**src/rtl/sdm5_pkg.sv**
```systemverilog
// Package: shared constants of the fifth-order modulator.
// Assumes five stages; shift amounts are fixed by the loop design.
package sdm5_pkg;
    localparam int NSTAGE  = 5;
    localparam int LEAK_S2 = 10;  // stage-2 leak into stage 1
    localparam int LEAK_S4 = 9;   // stage-4 leak into stage 3
    localparam int LEAK_S5 = 9;   // stage-5 leak into stage 4

    // Output weight of stage k (0-based) as a left-shift count.
    function automatic int ff_shift(input int k);
        case (k)
            0:       return 9;
            1:       return 8;
            2:       return 6;
            3:       return 3;
            default: return 0;
        endcase
    endfunction
endpackage

```
**src/rtl/sdm5_integ.sv**
```systemverilog
// Module: one loop integrator register.
// Loads the precomputed next value when enabled; holds otherwise.
// Assumes the caller has already applied any overload clear to d_next.
module sdm5_integ #(
    parameter int W = 40
) (
    input  logic         clk,
    input  logic         rst_n,
    input  logic         en,
    input  logic [W-1:0] d_next,
    output logic [W-1:0] q
);
    // State register: clear on reset, update on accepted sample.
    always_ff @(posedge clk) begin
        if (!rst_n)  q <= '0;
        else if (en) q <= d_next;
    end

    AST_INTEG_HOLD: assert property (@(posedge clk) disable iff (!rst_n)
        !en |=> $stable(q));
endmodule

```
**src/rtl/sdm5_quant.sv**
```systemverilog
// Module: weighted feed-forward summer and one-bit quantizer.
// Sums the stored-to-be integrator values with power-of-two weights,
// registers the sign as the output bit. Assumes SW leaves headroom
// so the sum never wraps.
module sdm5_quant
    import sdm5_pkg::*;
#(
    parameter int W  = 40,
    parameter int SW = W + 12
) (
    input  logic                   clk,
    input  logic                   rst_n,
    input  logic                   en,
    input  logic [NSTAGE-1:0][W-1:0] st,
    output logic                   bit_q,
    output logic                   vld_q
);
    logic signed [SW-1:0] term [NSTAGE];
    logic signed [SW-1:0] wsum;

    for (genvar k = 0; k < NSTAGE; k++) begin : g_term
        assign term[k] = $signed({{(SW-W){st[k][W-1]}}, st[k]}) <<< ff_shift(k);
    end

    // Adder tree for the weighted sum.
    always_comb begin
        wsum = '0;
        for (int k = 0; k < NSTAGE; k++) wsum = wsum + term[k];
    end

    // Output register: bit is 1 for non-negative sum.
    always_ff @(posedge clk) begin
        if (!rst_n) begin
            bit_q <= 1'b0;
            vld_q <= 1'b0;
        end else begin
            vld_q <= en;
            if (en) bit_q <= ~wsum[SW-1];
        end
    end

    AST_BIT_HOLD: assert property (@(posedge clk) disable iff (!rst_n)
        !en |=> $stable(bit_q));
    AST_VALID_RISE: assert property (@(posedge clk) disable iff (!rst_n)
        en |=> vld_q);
    AST_VALID_IDLE: assert property (@(posedge clk) disable iff (!rst_n)
        !en |=> !vld_q);
endmodule

```
**src/rtl/sdm5_modulator.sv**
```systemverilog
// Module: fifth-order single-bit noise-shaping modulator (top).
// Computes next integrator values with shift-only leaks and full-scale
// one-bit feedback, applies the stage-2 overload clear, and hands the
// results to the integrators and the quantizer. Assumes W >= IN_W + 20.
module sdm5_modulator
    import sdm5_pkg::*;
#(
    parameter int IN_W = 16,
    parameter int W    = 40
) (
    input  logic            clk,
    input  logic            rst_n,
    input  logic [IN_W-1:0] pcm_in,
    input  logic            pcm_valid,
    output logic            pdm_bit,
    output logic            pdm_valid
);
    localparam longint FS_POS  = (64'sd1 <<< (IN_W-1)) - 1;
    localparam longint FS_NEG  = -(64'sd1 <<< (IN_W-1));
    localparam logic signed [W-1:0] FB_POS = W'(FS_POS);
    localparam logic signed [W-1:0] FB_NEG = W'(FS_NEG);
    localparam logic signed [W-1:0] OVL_HI = W'(2 * FS_POS);
    localparam logic signed [W-1:0] OVL_LO = W'(2 * FS_NEG);

    logic [W-1:0]          acc  [NSTAGE];
    logic signed [W-1:0]   a    [NSTAGE];
    logic signed [W-1:0]   nxt  [NSTAGE];
    logic signed [W-1:0]   post [NSTAGE];
    logic [NSTAGE-1:0][W-1:0] post_pk;
    logic signed [W-1:0]   x_ext;
    logic signed [W-1:0]   fb;
    logic                  ovl;

    // Loop difference equations on the current state.
    always_comb begin
        for (int k = 0; k < NSTAGE; k++) a[k] = $signed(acc[k]);
        x_ext  = $signed({{(W-IN_W){pcm_in[IN_W-1]}}, pcm_in});
        fb     = pdm_bit ? FB_POS : FB_NEG;
        nxt[0] = a[0] + x_ext - fb - (a[1] >>> LEAK_S2);
        nxt[1] = a[1] + a[0];
        nxt[2] = a[2] + a[1] - (a[3] >>> LEAK_S4);
        nxt[3] = a[3] + a[2] - (a[4] >>> LEAK_S5);
        nxt[4] = a[4] + a[3];
    end

    // Overload watch on stage 2 and clear of the upper stages.
    always_comb begin
        ovl = (nxt[1] > OVL_HI) || (nxt[1] < OVL_LO);
        for (int k = 0; k < NSTAGE; k++) begin
            post[k]    = (k >= 2 && ovl) ? '0 : nxt[k];
            post_pk[k] = post[k];
        end
    end

    for (genvar k = 0; k < NSTAGE; k++) begin : g_stage
        sdm5_integ #(.W(W)) u_integ (
            .clk    (clk),
            .rst_n  (rst_n),
            .en     (pcm_valid),
            .d_next (post[k]),
            .q      (acc[k])
        );
    end

    sdm5_quant #(.W(W), .SW(W + 12)) u_quant (
        .clk   (clk),
        .rst_n (rst_n),
        .en    (pcm_valid),
        .st    (post_pk),
        .bit_q (pdm_bit),
        .vld_q (pdm_valid)
    );

    AST_OVL_CLEAR: assert property (@(posedge clk) disable iff (!rst_n)
        (pcm_valid && ovl) |=> (acc[2] == '0 && acc[3] == '0 && acc[4] == '0));
    AST_RESET_IDLE: assert property (@(posedge clk)
        !rst_n |=> (!pdm_bit && !pdm_valid && acc[0] == '0 && acc[1] == '0));
endmodule

```
**config.mk**
```make
export PLATFORM = sky130hd
export DESIGN_NAME = sdm5_modulator
export DESIGN_NICKNAME = d
export VERILOG_FILES = /design/src/rtl/sdm5_pkg.sv /design/src/rtl/sdm5_integ.sv /design/src/rtl/sdm5_quant.sv /design/src/rtl/sdm5_modulator.sv
export SDC_FILE = /design/constraint.sdc
export NUM_CORES = 1
export LEC_CHECK = 0
export BUFFER_PORTS_ARGS = -buffer_cell sky130_fd_sc_hd__clkbuf_2
export CORE_UTILIZATION = 60
export DETAILED_ROUTE_END_ITERATION = 6
export HOLD_SLACK_MARGIN = 0.03
export PLACE_DENSITY = 0.79
export SLEW_MARGIN = 30
export SYNTH_ARGS = -nofsm -noshare
export SYNTH_HDL_FRONTEND = slang
export SYNTH_SLANG_ARGS = --single-unit
```
**constraint.sdc**
```tcl
create_clock -name clk -period 10.52 [get_ports clk]
set_input_delay 1.578 -clock clk [delete_from_list [all_inputs] [get_ports clk]]
set_output_delay 1.578 -clock clk [all_outputs]
set_load 0.02 [all_outputs]
```
# After elaboration in Yosys (flattened, before gate mapping)
# Cells that the tools add are included.
[op_classes]
add_sub_neg = 13
multipliers = 0
div = 0
n_lt_le_gt_ge = 2
n_eq_ne = 0
shift = 0
n_mux = 4
bitwise = 1
n_reduce_logical = 1
[op_table]
columns = ["operator", "count"]
rows = [
  ["adder 40 bit", 4],
  ["two-way mux 40 bit", 4],
  ["subtractor 40 x 31 -> 40 bit", 2],
  ["adder 52 x 40 -> 52 bit", 1],
  ["adder 52 x 43 -> 52 bit", 1],
  ["adder 50 x 46 -> 51 bit", 1],
  ["adder 49 x 48 -> 50 bit", 1],
  ["adder 40 x 16 -> 40 bit", 1],
  ["greater-than comparator 40 x 17 -> 1 bit (second input constant)", 1],
  ["less-than comparator 40 x 17 -> 1 bit (second input constant)", 1],
  ["subtractor 40 x 30 -> 40 bit", 1],
  ["subtractor 40 bit", 1],
  ["logical OR 1 bit", 1],
  ["inverter 1 bit", 1],
]
[totals]
reg_bits = 202
latch_bits = 0
ram_bits = 0
mem_bits_ro = 0
inputBits = 19
elab_cells = 28
memories = 0

# Depth between registers and ports, before layout
# Gate-level depths: netlist of run 1.
[logic_depth]
word_depth = 8
mapped_depth = 50
depth_no_buf = 49

# Cells and area by module
# A second synthesis of run 1 with hierarchy kept.
[unflattened]
hier_cells = 3334
hier_area_um2 = 28130.7
[by_module_without_submodules]
columns = ["module", "instances", "cells_each", "area_each_um2", "seq_area_each_um2"]
rows = [
  ["sdm5_modulator", 1, 2124, 15502.4, 0.0],
  ["sdm5_integ", 5, 129, 1557.7, 800.8],
  ["sdm5_quant", 1, 565, 4839.6, 40.0],
]

# Worst setup path before layout of run 1
# OpenSTA, ideal clock, no wires.
[synth_path]
path_kind = "flip-flop to flip-flop"
start = "reg g_stage[0].u_integ.q[9]"
end = "reg u_quant.bit_q"
t_arrival_ps = 10381
slack_ps = 15
path_stages_with_launch = 50
n_path_buf = 4
cell_sequence = "dfxtp_1 -> ha_1 -> buf_2 -> and4_1 -> and3_1 -> o31ai_4 -> a2111oi_4 -> or3_1 -> a221oi_1 -> nand4_1 -> or4_1 -> nand4b_1 -> or4_1 -> o31ai_4 -> buf_4 -> buf_6 -> buf_4 -> nand2_1 -> [14 not listed] -> or2_2 -> fa_1 -> inv_1 -> ha_1 -> a21o_1 -> a21o_1 -> a21o_1 -> a21oi_1 -> nor2b_1 -> o21ai_0 -> nand2b_1 -> a21oi_1 -> nor3_1 -> a211o_1 -> or2_2 -> a31oi_1 -> nor3_1 -> nand3b_1"
[synth_via]
elab_chain_cells = 8
word_cells_on_any_way = 15
classes_between = "add/sub: 8; order compare: 2; mux: 3; bitwise: 1; reduce/logical: 1"
[synth_rtl]
columns = ["item", "line", "source"]
rows = [
  ["start, declared", "sdm5_integ.sv:11", "output logic [W-1:0] q"],
  ["start signal, assigned", "sdm5_integ.sv:16", "else if (en) q <= d_next;"],
  ["adder 40 x 16 -> 40 bit / adder 40 bit (equally long branches)", "sdm5_modulator.sv:39, sdm5_modulator.sv:40", ""],
  ["subtractor 40 bit, or another cell as far along", "sdm5_modulator.sv:39", "nxt[0] = a[0] + x_ext - fb - (a[1] >>> LEAK_S2);"],
  ["subtractor 40 x 30 -> 40 bit / logical OR 1 bit (equally long branches)", "sdm5_modulator.sv:39, sdm5_modulator.sv:48", ""],
  ["adder 49 x 48 -> 50 bit / two-way mux 40 bit (equally long branches)", "sdm5_quant.sv:28, sdm5_modulator.sv:50", ""],
  ["adder 50 x 46 -> 51 bit", "sdm5_quant.sv:28", "for (int k = 0; k < NSTAGE; k++) wsum = wsum + term[k];"],
  ["adder 52 x 43 -> 52 bit", "sdm5_quant.sv:28", ""],
  ["adder 52 x 40 -> 52 bit *", "sdm5_quant.sv:28", ""],
  ["inverter 1 bit *", "sdm5_quant.sv:38", "if (en) bit_q <= ~wsum[SW-1];"],
  ["end signal, assigned", "sdm5_quant.sv:38", ""],
  ["end, declared", "sdm5_quant.sv:15", "output logic bit_q,"],
]
# Every way passes the cells marked *; elsewhere a longest branch is shown, timed or not.
# A chain may end at the register's enable or synchronous reset.

# Worst setup path in the final report of run 1
[layout_path]
start = "reg g_stage[0].u_integ.q[9]"
end = "reg u_quant.bit_q"
[layout_via]
elab_chain_cells = 8
word_cells_on_any_way = 15
classes_between = "add/sub: 8; order compare: 2; mux: 3; bitwise: 1; reduce/logical: 1"
[layout_rtl]
columns = ["item", "line", "source"]
rows = [
  ["adder 40 bit *", "sdm5_modulator.sv:40", "nxt[1] = a[1] + a[0];"],
  ["greater-than comparator 40 x 17 -> 1 bit / less-than comparator 40 x 17 -> 1 bit (equally long branches)", "sdm5_modulator.sv:48", "ovl = (nxt[1] > OVL_HI) || (nxt[1] < OVL_LO);"],
  ["logical OR 1 bit *", "sdm5_modulator.sv:48", ""],
  ["two-way mux 40 bit *", "sdm5_modulator.sv:50", "post[k] = (k >= 2 && ovl) ? '0 : nxt[k];"],
  ["net g_stage[2].u_integ.d_next[18]", "sdm5_integ.sv:10", "input logic [W-1:0] d_next,"],
  ["adder 50 x 46 -> 51 bit *", "sdm5_quant.sv:28", ""],
  ["adder 52 x 43 -> 52 bit *", "sdm5_quant.sv:28", ""],
  ["adder 52 x 40 -> 52 bit *", "sdm5_quant.sv:28", ""],
  ["inverter 1 bit *", "sdm5_quant.sv:38", ""],
]
# Mark *: on every way through the listed nets, which the timed path passes. The rest lies on a longest branch.

==> results by group, run 1 <==
Drt
  • Drt via density: 5.916
  • Final WL: 83,090 µm
  • Drt drc: 1
  • DR WL/cell: 19.30 µm
  • Vias: 25,460
  • DR iter-0 viols: 1,794
  • Number of iterations in the first detailed-routing pass: 7
  • Post-DRT Antenna Nets: 0

Worst setup path
  • Slowest stage delay, CP: between 0.5 and 0.6 ns
  • Worst R2R Setup Slack: 0.12 ns
  • Crit start category: flop
  • CP Max Fanout: 5
  • CP dominant cell by count: a21o_1
  • Reg-to-reg endpoint: u_quant.bit_q$_SDFFE_PN0P_
  • Req. time, crit path: between 10 and 15 ns
  • Crit Path Category: reg -> reg
  • Data arrival time of the worst path: roughly 11 ns
  • Critical register-to-register path startpoint: g_stage[0].u_integ.q[9]$_SDFFE_PN0P_
  • R2r worst-path depth: 47
  • Critical path's slowest cell: or4_4
  • Crit. End Element: flop

Final layout
  • Final Cell Area: 32,130 µm²
  • Area grow syn2layout: 17.54%
  • Fill cells: 3,376
  • Final #Nets: 4,235
  • Finished Layout Cells: 4,304
  • Share of cells above drive strength 1: 0.1544

Clock network
  • H-tree Lvls: 1
  • Clock Tree Buf Depth: 3
  • CTS root buffer: clkbuf_16
  • Clk_lat worst skew: about 0.59 ns
  • CTS tree: done
  • CTS buffer count: 27
  • Reg clk slew, reported paths: 0.06 ns
  • CTS Sinks: slightly above 200
  • Hold bufs inserted after CTS: 0

STA
  • Fin crit share: 0.9886
  • Max-slew headroom at the worst pin: 0.3202
  • Unrepaired setup endpoints after global routing: yes
  • Post-layout minimum cycle time: 10.40 ns
  • FMAX: 0.09616 GHz
  • Worst slew pin tran: 1.011 ns
  • Final Skew: 0.03024 ns
  • Final hold vios: 0
  • Max Transition Viols Final: 0
  • Final setup fails: 0

Floorplan
  • Core footprint: 44,610 µm²
  • Chip width: 215.4 µm
  • Die area: 46,410 µm²
  • Starting Density: 0.6127
  • Die Span Y: roughly 220 µm
  • Row cnt: 77
  • IO Pins: 21

Place
  • Post-DP HPWL: around 65,000 µm
  • Placed cell areas: approximately 30,000 µm²
  • Placer Congestion: 0.9934
  • PortBufs: 20
  • DP Cell Count: 4,234

Hold path
  • WHS Path Cells: 2
  • Worst hold path type: reg -> reg
  • Worst Hold Path EP: g_stage[2].u_integ.q[9]$_SDFFE_PN0P_
  • Hold path startpoint: g_stage[2].u_integ.q[9]$_SDFFE_PN0P_

Global route
  • Largest net degree at the start of global routing: 89
  • Global-route wire length before repair: 131,600 µm
  • Vias in the first global route: roughly 26,000
  • Global route overflow: 0
  • Initial antenna violation count: 1
  • GRT Overall Usage: 0.3527

Synthesis
  • Ys async rst share: 0
  • Top_reg_cell synth: dfxtp_1
  • Mean Syn Cell Area: 8.106 µm²
  • Leading post-synthesis cells by cell area: fa_1 17%, dfxtp_1 15%, ha_1 13%
  • Post-synthesis sequential area ratio: 0.1480
  • EDFF count, synth: 0
  • Synth Instances: between 3,000 and 4,000
  • Cell taking the most area after synthesis: fa_1
  • #FFs+latches synth: 202
  • Mapped cell area: 27,330 µm²
  • Synthesized Nets: 3,915
  • Top cell type's share of synthesized area: 0.1714
  • Netlist cell types: 80
  • Synth warn: 0

Outcome
  • Failing checks: design-rule violations
  • Status: finished, violations left

Flow run
  • Max Cap Violations: 0
## worst max-delay path by stage
stage / startpoint / end / slack (ns) / cells after the start
4_1_cts: g_stage[1].u_integ.q[6]$_SDFFE_PN0P_ / u_quant.bit_q$_SDFFE_PN0P_ / 0.005 / 49
3_3_place_gp: pcm_in[0] / u_quant.bit_q$_SDFFE_PN0P_ / -0.33 / 50
3_5_place_dp: g_stage[1].u_integ.q[0]$_SDFFE_PN0P_ / u_quant.bit_q$_SDFFE_PN0P_ / -0.50 / 44
5_1_grt: g_stage[1].u_integ.q[0]$_SDFFE_PN0P_ / u_quant.bit_q$_SDFFE_PN0P_ / -0.19 / 51
6_report: g_stage[0].u_integ.q[9]$_SDFFE_PN0P_ / u_quant.bit_q$_SDFFE_PN0P_ / 0.12 / 47
2_1_floorplan: g_stage[0].u_integ.q[9]$_SDFFE_PN0P_ / u_quant.bit_q$_SDFFE_PN0P_ / 0.02 / 49
## state kept, by name (all words and copies together) (netlist names)
name / flops
u_quant.vld_q: 1
g_stage.u_integ.q: 200
u_quant.bit_q: 1
## critical path, delay by kind of cell (launching register included)
family | cells | cell delay [ns]
XOR/XNOR | 2 | 0.32
flip-flops | 1 | 0.34
adder cells (fa/ha/maj) | 5 | 1.73
AND/OR/NAND/NOR | 17 | 3.37
AO/OA/AOI/OAI | 19 | 3.85
buffers and inverters | 4 | 0.61
## routing by layer
layer	share of wire	GRT usage
met3	0.056	0.04679
met4	0.081	0.2579
met1	0.39	0.4128
met5	0	0
met2	0.47	0.5941
## through the flow
stage / hold slack, ns / setup slack [ns] / TNS, ns / utilization
floorplan: 0.4400 / 0.01539 / 0 / -
global placement: 0.4480 / -0.3315 / -0.3315 / 0.6805
detailed placement: 0.4536 / -0.5023 / -0.5023 / 0.6805
CTS: 0.4629 / 0.005481 / 0 / 0.7049
global route: 0.4822 / -0.1892 / -0.1892 / 0.7202
finish: 0.4622 / 0.1202 / 0 / 0.7202
## layout make-up
class / count / area, µm² / share of cell area
clock inverters: 10 / 108.9 / 0.003388
well taps: 592 / 740.7 / 0.02306
clock buffers: 38 / 767.0 / 0.02387
flip-flops and latches: 202 / 4070 / 0.1267
repair buffers: 391 / 2972 / 0.09250
diodes: 1 / 2.502 / 0.00007789
multi-input cells: 2569 / 21580 / 0.6718
inverters: 501 / 1883 / 0.05861
## logic make-up (layout without fill, tap and decap cells)
kind of cell / count (synthesis) / after routing / synth area share
mux: 57 / 57 / 0.02087
buf+inv: 601 / 940 / 0.08597
other cells: 0 / 1 / 0
simple gates: 954 / 954 / 0.1710
flops: 202 / 202 / 0.1480
compound gates: 825 / 825 / 0.2031
xor+xnor: 209 / 209 / 0.06697
fa+ha+maj: 524 / 524 / 0.3041
## layout by cell type (no fill, tap or decap), drive strengths merged, types with 15 or more instances in the layout
| cell | n |
|---|---|
| nor2b | 98 |
| o21ai | 117 |
| mux2i | 57 |
| fa | 234 |
| o31ai | 18 |
| a21boi | 99 |
| o21bai | 31 |
| a21o | 134 |
| clkbuf | 57 |
| buf | 372 |
| xor2 | 77 |
| or2 | 15 |
| ha | 290 |
| xnor2 | 132 |
| or3 | 18 |
| nor3 | 39 |
| a21oi | 211 |
| nor2 | 147 |
| inv | 502 |
| nand3 | 124 |
| a211oi | 25 |
| nand2b | 31 |
| a31oi | 23 |
| and2 | 57 |
| dfxtp | 202 |
| nand4 | 39 |
| o21a | 60 |
| and3 | 29 |
| nand2 | 318 |
## synth_stat cells (56+ instances only)
cell type and n:
xnor2_1 132, o21a_1 60, fa_1 234, mux2i_1 57
a21o_1 134, o21ai_0 113, xor2_1 77, nor2b_1 98
nand2_1 318, nor2_1 147, nand3_1 124, ha_1 290
and2_1 56, dfxtp_1 202, clkbuf_1 65, a21boi_1 95
inv_1 500, a21oi_1 211
## repair_timing
item | 4_1_cts | 5_1_grt
gates resized for setup | 42 | 102
setup buffers | 2 | 19
gates cloned | 0 | 1
pin swaps | 25 | 72
endpoints found under the setup margin | 1 | 1
Power of run 1 is left out: the tool's default activity adds up to more than one toggle a clock period on the data nets, which glitch-free logic cannot reach.
==> inputs of run 2 (changes only) <==
--- a/config.mk
+++ b/config.mk
@@ -9,8 +9,9 @@
 export CORE_UTILIZATION = 60
 export DETAILED_ROUTE_END_ITERATION = 6
 export HOLD_SLACK_MARGIN = 0.03
-export PLACE_DENSITY = 0.79
+export PLACE_DENSITY = 0.76
 export SLEW_MARGIN = 30
 export SYNTH_ARGS = -nofsm -noshare
 export SYNTH_HDL_FRONTEND = slang
+export SYNTH_HIERARCHICAL = 1
 export SYNTH_SLANG_ARGS = --single-unit
==> constraint.sdc (replaced) <==
create_clock -name clk -period 12.2 [get_ports clk]
set_input_delay 1.83 -clock clk [delete_from_list [all_inputs] [get_ports clk]]
set_output_delay 1.83 -clock clk [all_outputs]
set_load 0.02 [all_outputs]
==> run 2 against run 1 <==
- the flow now finishes without violations
- critical endpoint is now u_quant/bit_q$_SDFFE_PN0P_
- final cell count down 8.8%
- fmax rose by 3.9%
- register-to-register slack better by 2.1 ns
- core utilization is 8.0 points lower
- via count down 11%
- non-clock buffer count is 358 lower
- synthesized cell count decreased by 1.1%
- clock skew down 0.0045 ns
- critical path type unchanged
- routed wire length is 7.6% lower
==> results by group, run 2 <==
Floorplan
  • Die area: 47,760 µm²
  • Core footprint: 45,770 µm²
  • Die Span Y: 218.5 µm
  • Chip width: 218.5 µm
  • Row cnt: a little under 80
  • IO Pins: 21
  • Starting Density: 0.6146

Place
  • PortBufs: 20
  • Placer Congestion: 0.9662
  • Post-DP HPWL: 61,890 µm

Worst setup path
  • Critical path's slowest cell: clkinv_2
  • R2r worst-path depth: 32
  • Req. time, crit path: 12.67 ns
  • CP dominant cell by count: fa_1
  • Critical register-to-register path startpoint: u_quant/bit_q$_SDFFE_PN0P_
  • Reg-to-reg endpoint: u_quant/bit_q$_SDFFE_PN0P_
  • Crit start category: flop
  • CP Max Fanout: 38
  • Slowest stage delay, CP: 0.82 ns
  • Data arrival time of the worst path: 10.49 ns
  • Worst R2R Setup Slack: around 2.2 ns
  • Crit. End Element: flop
  • Crit Path Category: reg -> reg

Global route
  • Vias in the first global route: about 23,000
  • Initial antenna violation count: 0
  • Global-route wire length before repair: 122,600 µm
  • GRT Overall Usage: 0.3288
  • Global route overflow: 0
  • Largest net degree at the start of global routing: 103

Hold path
  • Hold path startpoint: g_stage[2].u_integ/q[16]$_SDFFE_PN0P_
  • WHS Path Cells: 2
  • Worst hold path type: reg -> reg
  • Worst Hold Path EP: g_stage[2].u_integ/q[16]$_SDFFE_PN0P_

Clock network
  • Clk_lat worst skew: 0.58 ns
  • H-tree Lvls: 1
  • Postcts setup bufs: 0
  • Clock Tree Buf Depth: 3
  • CTS buffer count: 27
  • CTS Sinks: roughly 200
  • Reg clk slew, reported paths: 0.06 ns
  • Hold bufs inserted after CTS: 0
  • CTS root buffer: clkbuf_16
  • PostCTS Resize Cnt: 0
  • CTS tree: done

STA
  • Final hold vios: 0
  • Minimum hold slack: 0.5158 ns
  • Max-slew headroom at the worst pin: 0.2370
  • Fin Setup TNS: 0 ns
  • Post-layout minimum cycle time: 10.01 ns
  • Unrepaired setup endpoints after global routing: no
  • FMAX: 0.09987 GHz
  • Worst slew pin tran: about 1.1 ns
  • Max Transition Viols Final: 0
  • Final Skew: 0.02575 ns
  • Final setup fails: 0
  • Fin crit share: 0.8208

Synthesis
  • EDFF count, synth: 0
  • Mean Syn Cell Area: between 8 and 9 µm²
  • Cell taking the most area after synthesis: fa_1
  • Mapped cell area: 28,130 µm²
  • Leading post-synthesis cells by cell area: fa_1 20%, dfxtp_1 14%, ha_1 11%
  • Synth warn: 6
  • #FFs+latches synth: 202
  • Top post-synthesis cells by count: 715 x inv_1, 285 x fa_1, 251 x ha_1, 227 x nor2b_1, 211 x nor2_1
  • Ys async rst share: 0
  • Netlist cell types: 87
  • Post-synthesis sequential area ratio: 0.1438
  • Most common cell in the netlist: inv_1
  • Top_reg_cell synth: dfxtp_1
  • Synth Instances: 3,334
  • Synthesized Nets: 3,889
  • Top cell type's share of synthesized area: 0.2028

Final layout
  • Area grow syn2layout: 4.208%
  • Most common cell after layout, fill and taps aside: inv_1
  • Share of cells above drive strength 1: 0.03730
  • Largest regs: g_stage.u_integ/q (200), u_quant/bit_q (1), u_quant/vld_q (1)
  • Fill cells: 4,068
  • Final #Nets: 3,860
  • Max FFs per register: 200
  • Largest register by flop count: g_stage.u_integ/q
  • Commonest non-fill, non-tap cells in the layout: 714 x inv_1, 285 x fa_1, 251 x ha_1, 227 x nor2b_1, 211 x nor2_1
  • Antenna Cells: 0

Flow run
  • Max Cap Violations: 0

Drt
  • Post-DRT Antenna Nets: 0
  • Final WL: 76,740 µm
  • DR WL/cell: 19.56 µm
  • Drt via density: 5.803
  • Vias: approximately 23,000
  • Number of iterations in the first detailed-routing pass: 5
  • DR iter-0 viols: 1,368
  • Drt drc: 0

Outcome
  • Status: completed
[run 2: changes by cell type in the layout (fill, tap and decap cells not counted), moves of 37 or more]
cell | previous run | this run
fa_1 | 233 | 285
nor2_1 | 146 | 211
xnor2_1 | 131 | 94
a21boi_1 | 95 | 2
buf_4 | 364 | 10
nand3_1 | 122 | 44
inv_1 | 496 | 714
nor2b_1 | 98 | 227
a21o_1 | 134 | 89
nand2_1 | 309 | 104
mux2i_1 | 56 | 203
[run 2: kinds of logic (layout without fill, tap and decap cells)]
| group | count (synthesis) | after routing | synth area share |
|---|---|---|---|
| compound gates | 617 | 617 | 0.1441 |
| xor+xnor | 158 | 158 | 0.04919 |
| fa+ha+maj | 536 | 536 | 0.3145 |
| buf+inv | 806 | 796 | 0.1215 |
| flops | 202 | 202 | 0.1438 |
| mux | 203 | 203 | 0.07223 |
| simple gates | 812 | 812 | 0.1548 |
[run 2: worst max-delay path by stage]
stage,from,to,slack (ns)
after CTS,u_quant/bit_q$_SDFFE_PN0P_,u_quant/bit_q$_SDFFE_PN0P_,2.69
after detailed placement,pcm_in[0],u_quant/bit_q$_SDFFE_PN0P_,2.62
final,u_quant/bit_q$_SDFFE_PN0P_,u_quant/bit_q$_SDFFE_PN0P_,2.19
after global routing,u_quant/bit_q$_SDFFE_PN0P_,u_quant/bit_q$_SDFFE_PN0P_,1.56
after floorplan,u_quant/bit_q$_SDFFE_PN0P_,u_quant/bit_q$_SDFFE_PN0P_,3.68
after global placement,pcm_in[0],u_quant/bit_q$_SDFFE_PN0P_,2.86
[run 2: layout make-up]
cell class / count / area, µm² / share of cell area
multi-input cells: 2326 / 20680 / 0.7056
well taps: 600 / 750.7 / 0.02561
repair buffers: 33 / 266.5 / 0.009091
flip-flops and latches: 202 / 4044 / 0.1379
inverters: 715 / 2685 / 0.09160
clock inverters: 14 / 132.6 / 0.004524
clock buffers: 34 / 752.0 / 0.02565
[run 2: routing by layer]
layer,up-vias,wire (µm),part of all wire,global-route usage
met4,0,5316,0.069,0.1974
li1,10880,-,-,-
met5,-,0,0,0
met3,237,2797,0.036,0.03424
met1,11120,30840,0.40,0.3788
met2,538,37780,0.49,0.5853
[run 2: stage by stage]
stage,instance area [µm²],utilization,setup slack [ns],std cells
after floorplan,28130,-,3.683,3334
after global placement,28360,0.6195,2.858,3874
after detailed placement,28360,0.6197,2.621,3874
after CTS,29250,0.6390,2.687,3922
after global routing,29310,0.6405,1.556,3924
final,29310,0.6405,2.186,3924
[run 2: critical path, delay by kind of cell (launching register included)]
kind | cells | cell delay [ns]
DFF | 1 | 0.62
buffers and inverters | 6 | 1.09
adders and majority gates | 8 | 3.55
and+or+nand+nor | 8 | 1.78
AOI/OAI and AO/OA | 10 | 2.86
Power of run 2 is left out for the same reason.
